$ cat config.mk
export PLATFORM = sky130hd
export DESIGN_NAME = pgprot_seq
export DESIGN_NICKNAME = d
export VERILOG_FILES = /design/src/rtl/pgprot_seq.sv
export SDC_FILE = /design/constraint.sdc
export NUM_CORES = 1
export LEC_CHECK = 0
export ABC_AREA = 1
export BUFFER_PORTS_ARGS = -buffer_cell sky130_fd_sc_hd__buf_4
export CORE_MARGIN = 5
export CORE_UTILIZATION = 40
export DETAILED_ROUTE_END_ITERATION = 10
export GPL_ROUTABILITY_DRIVEN = 1
export HOLD_SLACK_MARGIN = 0.08
export PLACE_DENSITY_LB_ADDON = 0.15
export SYNTH_ARGS = -nofsm -noshare
export SYNTH_HDL_FRONTEND = slang
export SYNTH_SLANG_ARGS = --single-unit
$ cat constraint.sdc
create_clock -name clk -period 2.1 [get_ports clk]
set_input_delay 0.21 -clock clk [delete_from_list [all_inputs] [get_ports clk]]
set_output_delay 0.21 -clock clk [all_outputs]
set_load 0.02 [all_outputs]
$ cat src/rtl/pgprot_seq.sv
module pgprot_seq #(
  parameter int ADDR_W   = 8,
  parameter int BUSY_CYC = 64,
  parameter logic [3:0] CMD_HI = 4'hA
) (
  input  logic                        clk,
  input  logic                        rst_n,
  input  logic                        ev_start,
  input  logic                        ev_rstart,
  input  logic                        ev_stop,
  input  logic                        rx_valid,
  input  logic [7:0]                  rx_byte,
  output logic                        ack,
  output logic [ADDR_W-1:0]           mem_addr,
  input  logic [7:0]                  mem_rdata,
  output logic [(1<<(ADDR_W-3))-1:0]  prot_flags,
  output logic                        busy
);
  localparam int PAGE_W = ADDR_W - 3;
  localparam int NPAGE  = 1 << PAGE_W;
  localparam int BW     = $clog2(BUSY_CYC + 1);

  typedef enum logic [2:0] {S_IDLE, S_CMD1, S_ADDR, S_RS, S_CMD2, S_CTRL, S_DATA} st_t;

  st_t              st;
  logic [7:0]       cmd_q;
  logic [PAGE_W-1:0] page_q;
  logic             set_q, bad_q;
  logic [3:0]       cnt_q;
  logic [BW-1:0]    bcnt;
  logic             ack_d, commit;

  wire cmd_ok  = (rx_byte[7:4] == CMD_HI) && !rx_byte[0];
  wire ctrl_ok = (rx_byte == 8'h01) || (rx_byte == 8'h03);

  assign busy     = (bcnt != '0);
  assign mem_addr = {page_q, cnt_q[2:0]};
  assign commit   = ev_stop && !ev_start && (st == S_DATA) && (cnt_q == 4'd8) && !bad_q;

  always_comb begin
    case (st)
      S_CMD1:  ack_d = cmd_ok && !busy;
      S_ADDR:  ack_d = 1'b1;
      S_CMD2:  ack_d = (rx_byte == cmd_q);
      S_CTRL:  ack_d = ctrl_ok;
      S_DATA:  ack_d = (cnt_q < 4'd8);
      default: ack_d = 1'b0;
    endcase
  end
  assign ack = rx_valid && ack_d;

  always_ff @(posedge clk or negedge rst_n) begin
    if (!rst_n) begin
      st     <= S_IDLE;
      cmd_q  <= '0;
      page_q <= '0;
      set_q  <= 1'b0;
      bad_q  <= 1'b0;
      cnt_q  <= '0;
    end else if (ev_start) begin
      st <= S_CMD1;
    end else if (ev_rstart) begin
      st <= (st == S_RS) ? S_CMD2 : S_IDLE;
    end else if (ev_stop) begin
      st <= S_IDLE;
    end else if (rx_valid) begin
      if (!ack_d) st <= S_IDLE;
      else begin
        case (st)
          S_CMD1: begin cmd_q <= rx_byte; st <= S_ADDR; end
          S_ADDR: begin page_q <= rx_byte[ADDR_W-1:3]; st <= S_RS; end
          S_CMD2: st <= S_CTRL;
          S_CTRL: begin set_q <= (rx_byte == 8'h01); cnt_q <= '0; bad_q <= 1'b0; st <= S_DATA; end
          S_DATA: begin
            cnt_q <= cnt_q + 4'd1;
            if (rx_byte != mem_rdata) bad_q <= 1'b1;
          end
          default: st <= S_IDLE;
        endcase
      end
    end
  end

  always_ff @(posedge clk or negedge rst_n) begin
    if (!rst_n) begin
      prot_flags <= '0;
      bcnt       <= '0;
    end else if (commit) begin
      prot_flags[page_q] <= set_q;
      bcnt               <= BW'(BUSY_CYC);
    end else if (busy) begin
      bcnt <= bcnt - 1'b1;
    end
  end

  p_flag_after_stop_r7: assert property (@(posedge clk) disable iff (!rst_n)
    !$stable(prot_flags) |-> $past(ev_stop));
  p_one_flag_r1: assert property (@(posedge clk) disable iff (!rst_n)
    $countones(prot_flags ^ $past(prot_flags)) <= 1);
  p_change_busy_r8: assert property (@(posedge clk) disable iff (!rst_n)
    !$stable(prot_flags) |-> busy);
  p_busy_nack_r8: assert property (@(posedge clk) disable iff (!rst_n)
    (busy && st == S_CMD1 && rx_valid) |-> !ack);
  p_idle_nack_r9: assert property (@(posedge clk) disable iff (!rst_n)
    (st == S_IDLE && rx_valid) |-> !ack);
  p_ack_strobe_r3: assert property (@(posedge clk) disable iff (!rst_n)
    ack |-> rx_valid);
  p_ninth_nack_r7: assert property (@(posedge clk) disable iff (!rst_n)
    (st == S_DATA && cnt_q == 4'd8 && rx_valid) |-> !ack);
  p_page_const_r6: assert property (@(posedge clk) disable iff (!rst_n)
    (st == S_DATA && $past(st) == S_DATA) |-> $stable(page_q));
endmodule

==> flow_metrics.py <==
metrics = {
    "floorplanning": {
        "io-pin-count": 64,
        "rows": 34,
        "core-area_sq_um": 8640,
        "die_y_microns": 103,
        "dieArea_sq_um": 10700,
        "start_util_pct": 40.5,
        "die_w_microns": 103,
    },
    "cells_and_area": {
        "finalNetCount": 550,
        "layout-drive-gt1-share_pct": 23.9,
        "area_growth_pct": 22.9,
        "layout_commonest_cell": "nand2_1",
        "fin_area_sq_um": 4290,
        "utilization_pct": 49.7,
        "n_fill_cell": 868,
        "layout_common_cells": "nand2_1 (130), inv_1 (80), buf_4 (66), dfrtp_1 (60), o21ai_0 (37)",
        "antenna-diode-count": 0,
    },
    "flow_run": {
        "drv_cap": 0,
    },
    "synth": {
        "syn_nets": 482,
        "ys_seq_area_share_pct": 43.7,
        "yosys_warnings": 0,
        "synth.cell_area_sq_um": 3490,
        "ys_ff_latch": 61,
        "synth.distinct_cells": 30,
        "syn_area_per_cell_sq_um": 7.66,
        "syn_inst": 456,
    },
    "drt": {
        "firstDrtPassIters": 5,
        "drtAntennaViolNets": 0,
        "wl_per_cell_microns": 12.6,
        "routed_via_density": 4.67,
        "drt_iter0_markers": 104,
        "via_count": 2964,
        "drt-total-wl_mm": 7.99,
        "route.detailed.drc": 0,
    },
    "worst_setup_path": {
        "r2r_start": "cnt_q[0]",
        "setup.worst_path.end_class": "primary output",
        "slowest_delay_ns": 0.39,
        "rrSetupSlack_ns": 0.31,
        "worstPathMaxFanout": 4,
        "crit_type": "register to primary output",
        "path_cells": "inv_2 > ha_1 > inv_1 > nor3_2 > nand2_1 > nor2_2 > nor2_2 > a21oi_2 > buf_6",
        "cp.arrival_ns": 1.79,
        "cpMostUsedCell": "nor2_2",
        "startpoint_type": "register",
        "startpoint": "bcnt[0]",
        "cp_slowest_cell": "dfrtp_1",
        "cp_data_required_time_ns": 1.89,
    },
    "min_path": {
        "holdCritPathClass": "input pin to register",
        "hold_start": "rx_valid",
    },
    "timing": {
        "hold_violations": 0,
        "hold_ws_ns": 0.171,
        "tns_ns": 0,
        "period_needed_ns": 2.00,
        "worst_pin_slew_ns": 0.793,
        "drv_slew": 0,
        "fmax_ghz": 0.501,
        "clock_skew_ns": 0.0117,
        "max_slew_margin_pct": 47.1,
        "final.period_utilization_pct": 95.0,
        "setup_violations": 0,
        "rsz0062_at_grt": "false",
    },
    "clock_tree": {
        "clk_pin_slew_worst_paths_ns": 0.07,
        "insertion_delay_ns": 0.34,
        "cts.sinks": 61,
        "htreeDepth": 3,
        "cts_inserted_buffers": 9,
        "clk_path_buf_depth": 2,
        "cts_tree": "done",
        "root_buffer": "clkbuf_8",
    },
    "global_route": {
        "antenna_found_initial": 0,
        "grt_pass1_wl_mm": 13.6,
        "overflow": 0,
        "grtUsageTotal_pct": 16.3,
        "first_global_vias": 2926,
        "grt_util_met2_pct": 26.8,
        "top_usage_layer": "met2",
        "grtUsageMet3_pct": 3.02,
        "grtUsageMet1_pct": 20.8,
        "grt_max_degree": 62,
    },
    "placed_design": {
        "port_buffers": 63,
        "post_dp_cell_area_sq_um": 4050,
        "dp_hpwl_mm": 5.92,
        "finalWeightedCongestion": 0.831,
    },
    "pwr": {
        "vdd_drop_max_uv": 258,
        "cellPowerDensity_nw_per_um2": 554,
        "leakage_nw": 2.12,
    },
    "status": {
        "status": "finished clean",
    },
}
cell usage after synthesis:
cell      number  area (sq um)
or4_1          1          7.51
nand3_4        1          17.5
nor2_4         2          22.5
nand4_1        9          56.3
or2_2          1          6.26
o21ai_0       37           185
a21oi_1        4          20.0
xnor2_1        5          43.8
a21oi_2        1          8.76
nor3_1        12          60.1
nand3_2        1          10.0
buf_1          1          3.75
clkbuf_1       1          3.75
o21a_1         2          15.0
nand3_1       16          80.1
nand2_1      130           488
nand2_2        1          6.26
nor2_1        29           109
buf_2          3          15.0
inv_1         82           308
o21ai_1        8          40.0
dfrtp_1       61          1530
nand2_4        1          11.3
xor2_1         6          52.6
buf_4          4          30.0
inv_2          2          7.51
nor3_2        27           270
ha_1           4          50.1
nor2_2         1          6.26
buf_6          3          33.8
worst max-delay path, delay by kind of cell, from the launching register on:
family / cells / cell delay (ns)
and+or+nand+nor: 4 / 0.45
adders and majority gates: 1 / 0.16
AOI/OAI and AO/OA: 1 / 0.18
buffers and inverters: 3 / 0.27
DFF: 1 / 0.39
state kept, by name, indices dropped and copies added (netlist names):
signal,cells
bad_q,1
set_q,1
cnt_q,4
cmd_q,8
prot_flags,32
st,3
bcnt,7
page_q,5
cells by family after synthesis:
kind of cell               after synthesis  share of synthesized area, %
AOI/OAI and AO/OA                       52                          7.70
adders and majority gates                4                          1.43
DFF                                     61                          43.7
and+or+nand+nor                        232                          32.9
xor gates and xnor gates                11                          2.76
buffers and inverters                   96                          11.5
per-layer routing:
layer  wire (microns)  up-vias
met5                0        -
met4              163        0
met3              377       15
met2             3750       62
met1             3700     1338
li1                 -     1549
per-stage QoR:
stage | setup WS (ns) | total power, mW | std cells
after global routing | 0.0116 | 2.46 | 635
final | 0.104 | 2.38 | 635
after global placement | 0.372 | 1.33 | 618
after CTS | 0.00439 | 2.41 | 634
after floorplan | 0.252 | 1.25 | 456
after detailed placement | 0.307 | 1.33 | 618
worst paths after layout:
kind                       cells past startpoint        endpoint
max                                            9             ack
min                                            3        cnt_q[2]
max reg2reg                                    9  prot_flags[12]
min reg2reg                                    2           bad_q
max in group asynchronous                      2           st[2]
min in group asynchronous                      2   prot_flags[0]
where the power goes:
group | total (mW) | internal, mW | switching (mW) | leakage (nW)
sequential | 1.18 | 1.18 | 0.00526 | 0.650
combinational | 0.125 | 0.0485 | 0.0769 | 1.36
clock | 1.07 | 0.633 | 0.436 | 0.102
total | 2.38 | 1.86 | 0.518 | 2.12
repair_timing:
action                                 4_1_cts  5_1_grt
resized for setup                            0        8
setup buffers                                1        1
endpoints found under the hold margin       61        0
setup endpoints to repair                    1        1
pin swaps                                    3        3
hold buffers                                 1        0
cell type report:
cell class | instances | area [sq um] | share of cell area (%)
sequential | 61 | 1530 | 35.6
clock buffer | 13 | 169 | 3.93
multi-input combinational | 299 | 1580 | 36.8
clock inverter | 1 | 30.0 | 0.699
inverter | 84 | 315 | 7.34
timing repair buffer | 69 | 537 | 12.5
tap | 108 | 135 | 3.15
No activity file was read; power rests on OpenSTA's default activity.
